$ cat src/rtl/srx_pkg.sv
package srx_pkg;

   typedef enum logic [2:0] {
      RX_IDLE,
      RX_START,
      RX_DATA,
      RX_PAR,
      RX_STOP
   } rx_state_e;

   typedef enum logic [1:0] {
      PM_NONE  = 2'b00,
      PM_EVEN  = 2'b01,
      PM_ODD   = 2'b10,
      PM_NONE3 = 2'b11
   } par_mode_e;

   typedef struct packed {
      logic [7:0] data;
      logic       frm_err;
      logic       par_err;
   } rx_result_t;

endpackage

$ cat src/rtl/srx_tick_gen.sv
module srx_tick_gen #(
   parameter int DIV_W = 12
) (
   input  logic             clk,
   input  logic             rst_n,
   input  logic [DIV_W-1:0] div,
   output logic             tick
);

   logic [DIV_W-1:0] cnt_q;

   assign tick = (cnt_q >= div);

   always_ff @(posedge clk or negedge rst_n) begin
      if (!rst_n)
         cnt_q <= '0;
      else if (tick)
         cnt_q <= '0;
      else
         cnt_q <= cnt_q + 1'b1;
   end


   tick_spacing_chk: assert property (@(posedge clk) disable iff (!rst_n)
      tick |=> (div == '0) || !tick);

endmodule

$ cat src/rtl/srx_frame.sv
module srx_frame
   import srx_pkg::*;
#(
   parameter int DATA_W = 8,
   parameter int OVS    = 16
) (
   input  logic       clk,
   input  logic       rst_n,
   input  logic       tick,
   input  logic       rx,
   input  logic [1:0] par_mode,
   input  logic       len_short,
   output logic       done,
   output rx_result_t result
);

   localparam int CNT_W = $clog2(OVS);
   localparam int BIT_W = $clog2(DATA_W + 1);
   localparam logic [CNT_W-1:0] HALF_LAST = CNT_W'(OVS / 2 - 1);
   localparam logic [CNT_W-1:0] FULL_LAST = CNT_W'(OVS - 1);

   rx_state_e         state_q;
   logic [CNT_W-1:0]  tcnt_q;
   logic [BIT_W-1:0]  bcnt_q;
   logic [DATA_W-1:0] sh_q;
   logic              pbit_q;
   logic              done_q;
   rx_result_t        res_q;

   logic              par_en;
   logic              par_odd;
   logic [BIT_W-1:0]  last_bit;
   logic [DATA_W-1:0] dout;
   logic              bit_mid;
   logic              par_expect;

   assign par_en     = (par_mode == PM_EVEN) || (par_mode == PM_ODD);
   assign par_odd    = (par_mode == PM_ODD);
   assign last_bit   = len_short ? BIT_W'(DATA_W - 2) : BIT_W'(DATA_W - 1);
   assign dout       = len_short ? {1'b0, sh_q[DATA_W-1:1]} : sh_q;
   assign bit_mid    = tick && (tcnt_q == FULL_LAST);
   assign par_expect = (^dout) ^ par_odd;

   always_ff @(posedge clk or negedge rst_n) begin
      if (!rst_n) begin
         state_q <= RX_IDLE;
         tcnt_q  <= '0;
         bcnt_q  <= '0;
         sh_q    <= '0;
         pbit_q  <= 1'b0;
         done_q  <= 1'b0;
         res_q   <= '0;
      end else begin
         done_q <= 1'b0;
         if (tick && !bit_mid)
            tcnt_q <= tcnt_q + 1'b1;
         unique case (state_q)
            RX_IDLE: begin
               if (tick && !rx) begin
                  state_q <= RX_START;
                  tcnt_q  <= '0;
               end
            end
            RX_START: begin
               if (tick && tcnt_q == HALF_LAST) begin
                  tcnt_q <= '0;
                  bcnt_q <= '0;
                  state_q <= rx ? RX_IDLE : RX_DATA;
               end
            end
            RX_DATA: begin
               if (bit_mid) begin
                  tcnt_q <= '0;
                  sh_q   <= {rx, sh_q[DATA_W-1:1]};
                  bcnt_q <= bcnt_q + 1'b1;
                  if (bcnt_q == last_bit)
                     state_q <= par_en ? RX_PAR : RX_STOP;
               end
            end
            RX_PAR: begin
               if (bit_mid) begin
                  tcnt_q  <= '0;
                  pbit_q  <= rx;
                  state_q <= RX_STOP;
               end
            end
            RX_STOP: begin
               if (bit_mid) begin
                  tcnt_q        <= '0;
                  done_q        <= 1'b1;
                  res_q.data    <= 8'(dout);
                  res_q.frm_err <= !rx;
                  res_q.par_err <= par_en && (pbit_q != par_expect);
                  state_q       <= RX_IDLE;
               end
            end
            default: state_q <= RX_IDLE;
         endcase
      end
   end

   assign done   = done_q;
   assign result = res_q;


   done_pulse_chk: assert property (@(posedge clk) disable iff (!rst_n)
      done_q |=> !done_q);


   false_start_chk: assert property (@(posedge clk) disable iff (!rst_n)
      (state_q == RX_START && tick && tcnt_q == HALF_LAST && rx) |=> !done_q && state_q == RX_IDLE);

endmodule

$ cat src/rtl/srx_status.sv
module srx_status
   import srx_pkg::*;
#(
   parameter int DATA_W = 8
) (
   input  logic              clk,
   input  logic              rst_n,
   input  logic              done,
   input  rx_result_t        result,
   input  logic              clr_full,
   input  logic              clr_ovr,
   input  logic              clr_frm,
   input  logic              clr_par,
   output logic [DATA_W-1:0] data_q,
   output logic              full_q,
   output logic              ovr_q,
   output logic              frm_q,
   output logic              par_q
);

   logic err_any;
   logic accept;

   assign err_any = ovr_q || frm_q || par_q;
   assign accept  = done && !err_any;

   always_ff @(posedge clk or negedge rst_n) begin
      if (!rst_n) begin
         data_q <= '0;
         full_q <= 1'b0;
         ovr_q  <= 1'b0;
         frm_q  <= 1'b0;
         par_q  <= 1'b0;
      end else begin
         if (clr_full) full_q <= 1'b0;
         if (clr_ovr)  ovr_q  <= 1'b0;
         if (clr_frm)  frm_q  <= 1'b0;
         if (clr_par)  par_q  <= 1'b0;
         if (accept && full_q) begin
            ovr_q <= 1'b1;
            if (result.frm_err) frm_q <= 1'b1;
            if (result.par_err) par_q <= 1'b1;
         end else if (accept) begin
            data_q <= DATA_W'(result.data);
            if (result.frm_err || result.par_err) begin
               if (result.frm_err) frm_q <= 1'b1;
               if (result.par_err) par_q <= 1'b1;
            end else begin
               full_q <= 1'b1;
            end
         end
      end
   end


   err_no_full_chk: assert property (@(posedge clk) disable iff (!rst_n)
      (done && !full_q && !err_any && (result.frm_err || result.par_err))
      |=> !full_q && data_q == DATA_W'($past(result.data)));


   ovr_keeps_data_chk: assert property (@(posedge clk) disable iff (!rst_n)
      (done && full_q && !err_any) |=> $stable(data_q) && ovr_q);


   inhibit_chk: assert property (@(posedge clk) disable iff (!rst_n)
      (done && err_any) |=> $stable(data_q));


   clear_chk: assert property (@(posedge clk) disable iff (!rst_n)
      (clr_par && !done) |=> !par_q);

endmodule

$ cat src/rtl/serial_rx_status.sv
module serial_rx_status
   import srx_pkg::*;
#(
   parameter int DATA_W      = 8,
   parameter int OVS         = 16,
   parameter int DIV_W       = 12,
   parameter int SYNC_STAGES = 2
) (
   input  logic              clk,
   input  logic              rst_n,
   input  logic              rxd,
   input  logic [DIV_W-1:0]  cfg_div,
   input  logic [1:0]        cfg_parity,
   input  logic              cfg_len7,
   input  logic              clr_full,
   input  logic              clr_ovr,
   input  logic              clr_frm,
   input  logic              clr_par,
   output logic [DATA_W-1:0] rd_data,
   output logic              st_full,
   output logic              st_ovr,
   output logic              st_frm,
   output logic              st_par,
   output logic              irq_rx,
   output logic              irq_err
);

   if (OVS < 4 || (OVS % 2) != 0) begin : g_bad_ovs
      $error("OVS must be even and at least 4");
   end
   if (DATA_W < 2 || DATA_W > 8) begin : g_bad_width
      $error("DATA_W must be in 2..8");
   end
   if (DIV_W < 1) begin : g_bad_div
      $error("DIV_W must be at least 1");
   end

   logic       tick;
   logic       rx_s;
   logic       done;
   rx_result_t result;

   if (SYNC_STAGES == 0) begin : g_nosync
      assign rx_s = rxd;
   end else begin : g_sync
      logic [SYNC_STAGES-1:0] sync_q;
      always_ff @(posedge clk or negedge rst_n) begin
         if (!rst_n)
            sync_q <= '1;
         else
            sync_q <= {sync_q[SYNC_STAGES-2+1-1:0], rxd} >> 0;
      end
      assign rx_s = sync_q[SYNC_STAGES-1];
   end

   srx_tick_gen #(.DIV_W(DIV_W)) u_tick (
      .clk   (clk),
      .rst_n (rst_n),
      .div   (cfg_div),
      .tick  (tick)
   );

   srx_frame #(.DATA_W(DATA_W), .OVS(OVS)) u_frame (
      .clk       (clk),
      .rst_n     (rst_n),
      .tick      (tick),
      .rx        (rx_s),
      .par_mode  (cfg_parity),
      .len_short (cfg_len7),
      .done      (done),
      .result    (result)
   );

   srx_status #(.DATA_W(DATA_W)) u_status (
      .clk      (clk),
      .rst_n    (rst_n),
      .done     (done),
      .result   (result),
      .clr_full (clr_full),
      .clr_ovr  (clr_ovr),
      .clr_frm  (clr_frm),
      .clr_par  (clr_par),
      .data_q   (rd_data),
      .full_q   (st_full),
      .ovr_q    (st_ovr),
      .frm_q    (st_frm),
      .par_q    (st_par)
   );

   assign irq_rx  = st_full;
   assign irq_err = st_ovr || st_frm || st_par;

endmodule

$ cat config.mk
export PLATFORM = sky130hd
export DESIGN_NAME = serial_rx_status
export DESIGN_NICKNAME = d
export VERILOG_FILES = /design/src/rtl/srx_pkg.sv /design/src/rtl/srx_tick_gen.sv /design/src/rtl/srx_frame.sv /design/src/rtl/srx_status.sv /design/src/rtl/serial_rx_status.sv
export SDC_FILE = /design/constraint.sdc
export NUM_CORES = 1
export LEC_CHECK = 0
export BUFFER_PORTS_ARGS = -buffer_cell sky130_fd_sc_hd__clkbuf_2
export CAP_MARGIN = 20
export CORE_MARGIN = 2
export CORE_UTILIZATION = 48
export DETAILED_ROUTE_END_ITERATION = 16
export GPL_TIMING_DRIVEN = 0
export PLACE_DENSITY = 0.65
export SKIP_CTS_REPAIR_TIMING = 1
export SKIP_LAST_GASP = 1
export SLEW_MARGIN = 15
export SYNTH_ARGS = -nofsm -noshare
export SYNTH_HDL_FRONTEND = slang
export SYNTH_SLANG_ARGS = --single-unit
$ cat constraint.sdc
create_clock -name clk -period 5.75 [get_ports clk]
set_input_delay 1.725 -clock clk [delete_from_list [all_inputs] [get_ports clk]]
set_output_delay 1.725 -clock clk [all_outputs]
set_load 0.005 [all_outputs]
==> metrics.cfg <==
[layout]
drive_above_1_share_pct = 25.8
nets = 378
area_delta_synth_final_pct = 16.7
fin_area_um2 = 3550
fillers = 564
stdcell_count = 422
final_util_pct = 56.9
diodes = 0

[die]
std_cell_rows = 29
initial_core_util_pct = 48.8
dieArea_um2 = 6990
die_x_um = 83.6
dieHeight_um = 83.6
core_area_um2 = 6240
io_pins = 36

[clocking]
cts_root_buf = clkbuf_8
path_clk_slew_ps = 60
cts_tree = yes
clock_latency_ps = 340
numCtsBuffers = 9
cts_max_path_buffers = 2
clkSinkCount = 57
htreeDepth = 3

[global_routing]
grt_use_met1_pct = 25.1
grt_util_met2_pct = 27.6
antenna_found_initial = 0
grt_pass1_vias = 2262
gr-total-overflow = 0
top_usage_layer = met2
grt_start_max_net_pins = 31
track_usage_pct = 18.4
grt.met3_usage_pct = 5.74
grt_pass1_wl_mm = 10.3

[synth]
ys_seq_area_share_pct = 46.9
yosysMostFrequentCell = dfrtp_1
yosys_warnings = 0
synth_common_cells = dfrtp_1, inv_1, nor2_1, mux2_2
synth_top_area_share_pct = 45.2
synth-edff-count = 0
synth.largest_area_cell = dfrtp_1
syn_nets = 332
synth_seq_cells = 57
synth.area.top_cells = dfrtp_1, mux2_2, ha_1
synth_ff_type = dfrtp_1
synth.avg_cell_area_um2 = 10.4
synth_cell_type_count = 48
synthArstFlopShare_pct = 100
syn_area_um2 = 3040
synth_cells = 294

[critical_path]
crit_arrival_ps = 3540
critPathTopFamily = compound AO/OA/AOI/OAI gates
crit_slowest_cell = a21oi_1
crit_required_ps = 5970
critPathMaxFanout = 10
cp_num_buf_inv = 3
path_cells = clkbuf_2 > inv_1 > ha_1 > a211oi_1 > o21ai_1 > a21oi_1 > o21ai_4 > buf_6 > nand4_1 > mux2_1
crit_type = in -> reg
slowest_delay_ps = 330
worst_setup_path_end_kind = flop
start_kind = input pin

[place]
dp_slack_ps = 2100
placed_area_um2 = 3330
dp_cells = 406
hpwl_mm = 4.12
gp_congestion = 0.859
numPortBuffers = 34

[sta]
fin_crit_ps = 3320
max-slew-margin-rel_pct = 64.0
final_max_slew_viol_count = 0
setup_viol_count_final = 0
tightest_slew_ps = 535
clock_skew_ps = 9.10
max_freq_mhz = 301
rsz0062_at_grt = false
fin_ws_ps = 2430
timing.final.crit_share_pct = 57.7
hold_violations = 0
tns_ps = 0
hold_slack_ps = 356

[pwr]
p_leak_nw = 1.82
power_density_nw_per_um2 = 294
ir_drop_uv = 265
power_mw = 1.05

[worst_hold_path]
hold_class = reg -> reg

[route]
finalWirelength_mm = 5.61
num_vias = 2233
first_pass_iters = 4
ant_nets = 0
routedWlPerCell_um = 13.3
drc = 0
avgViaCountPerCell = 5.29
dr.first_iter.drc_count = 91

[flow_run]
cap_viol_max_count = 0

[run_status]
status = finished, final reports clean

[final timing paths]
kind | start | end | slack [ps] | cells past startpoint
setup / recovery | cfg_div[2] | u_frame.pbit_q | 2430 | 10
hold / removal | g_sync.sync_q[0] | g_sync.sync_q[1] | 360 | 0
setup reg to reg | u_tick.cnt_q[2] | u_frame.pbit_q | 3480 | 8
hold reg to reg | g_sync.sync_q[0] | g_sync.sync_q[1] | 360 | 0
max in group asynchronous | rst_n | g_sync.sync_q[0] | 3860 | 2
min in group asynchronous | rst_n | u_frame.sh_q[6] | 1340 | 1
[state kept, by name (all words and copies together) (netlist names), 2 cells and up]
signal / cells
u_tick.cnt_q: 12
u_frame.result: 10
u_frame.tcnt_q: 4
u_status.data_q: 8
u_frame.sh_q: 8
g_sync.sync_q: 2
u_frame.bcnt_q: 4
u_frame.state_q: 3
[area by class of cell]
| class | instances | area, um^2 | area share (%) |
|---|---|---|---|
| Sequential cell | 57 | 1430 | 40.2 |
| Multi-Input combinational cell | 200 | 1450 | 40.9 |
| Buffer | 12 | 68.8 | 1.94 |
| Clock inverter | 7 | 95.1 | 2.68 |
| Clock buffer | 9 | 124 | 3.49 |
| Timing Repair Buffer | 35 | 193 | 5.42 |
| Inverter | 25 | 93.8 | 2.64 |
| Tap cell | 77 | 96.3 | 2.71 |
[routing by layer]
| metal | vias up | routed length [um] |
|---|---|---|
| met5 | - | 0 |
| met4 | 0 | 85 |
| met3 | 10 | 229 |
| met2 | 38 | 2610 |
| met1 | 1062 | 2680 |
| li1 | 1123 | - |
[placed cells by master, fill, tap and decap left out, drive strengths merged, types with 2 or more instances in the layout]
cell type  Yosys  layout
o22ai          2       2
mux2i          8       8
a211oi         3       3
nand2b         5       5
dfstp          2       2
xor2           8       8
a31oi          6       6
nor3           7       7
or3b           2       2
nand3          7       7
and2           3       3
bufinv         0       2
inv           25      25
ha            16      16
nor2          24      24
nor4           3       3
and3           6       6
nor2b          3       3
mux2          20      20
nand4          4       4
o21ai         12      12
nand2         19      19
dfrtp         55      55
xnor2         12      12
a21oi         17      17
clkbuf         2      45
buf           10      11
a41oi          2       2
clkinv         0       4
[cells by family after synthesis]
kind of cell	count (synthesis)	share of synthesized area, %
AO/OA/AOI/OAI	51	10.7
XOR/XNOR	20	5.75
adder cells (fa/ha/maj)	16	6.58
buffers and inverters	37	5.34
flip-flops	57	46.9
multiplexers	28	10.0
AND/OR/NAND/NOR	85	14.7
[power by group]
group          switching (mW)  internal (mW)  total [mW]
registers              0.0464          0.439       0.485
clock network           0.163          0.243       0.406
logic                  0.0810         0.0741       0.155
total                   0.290          0.756        1.05
Note: power is estimated with default switching activity, not from simulation.
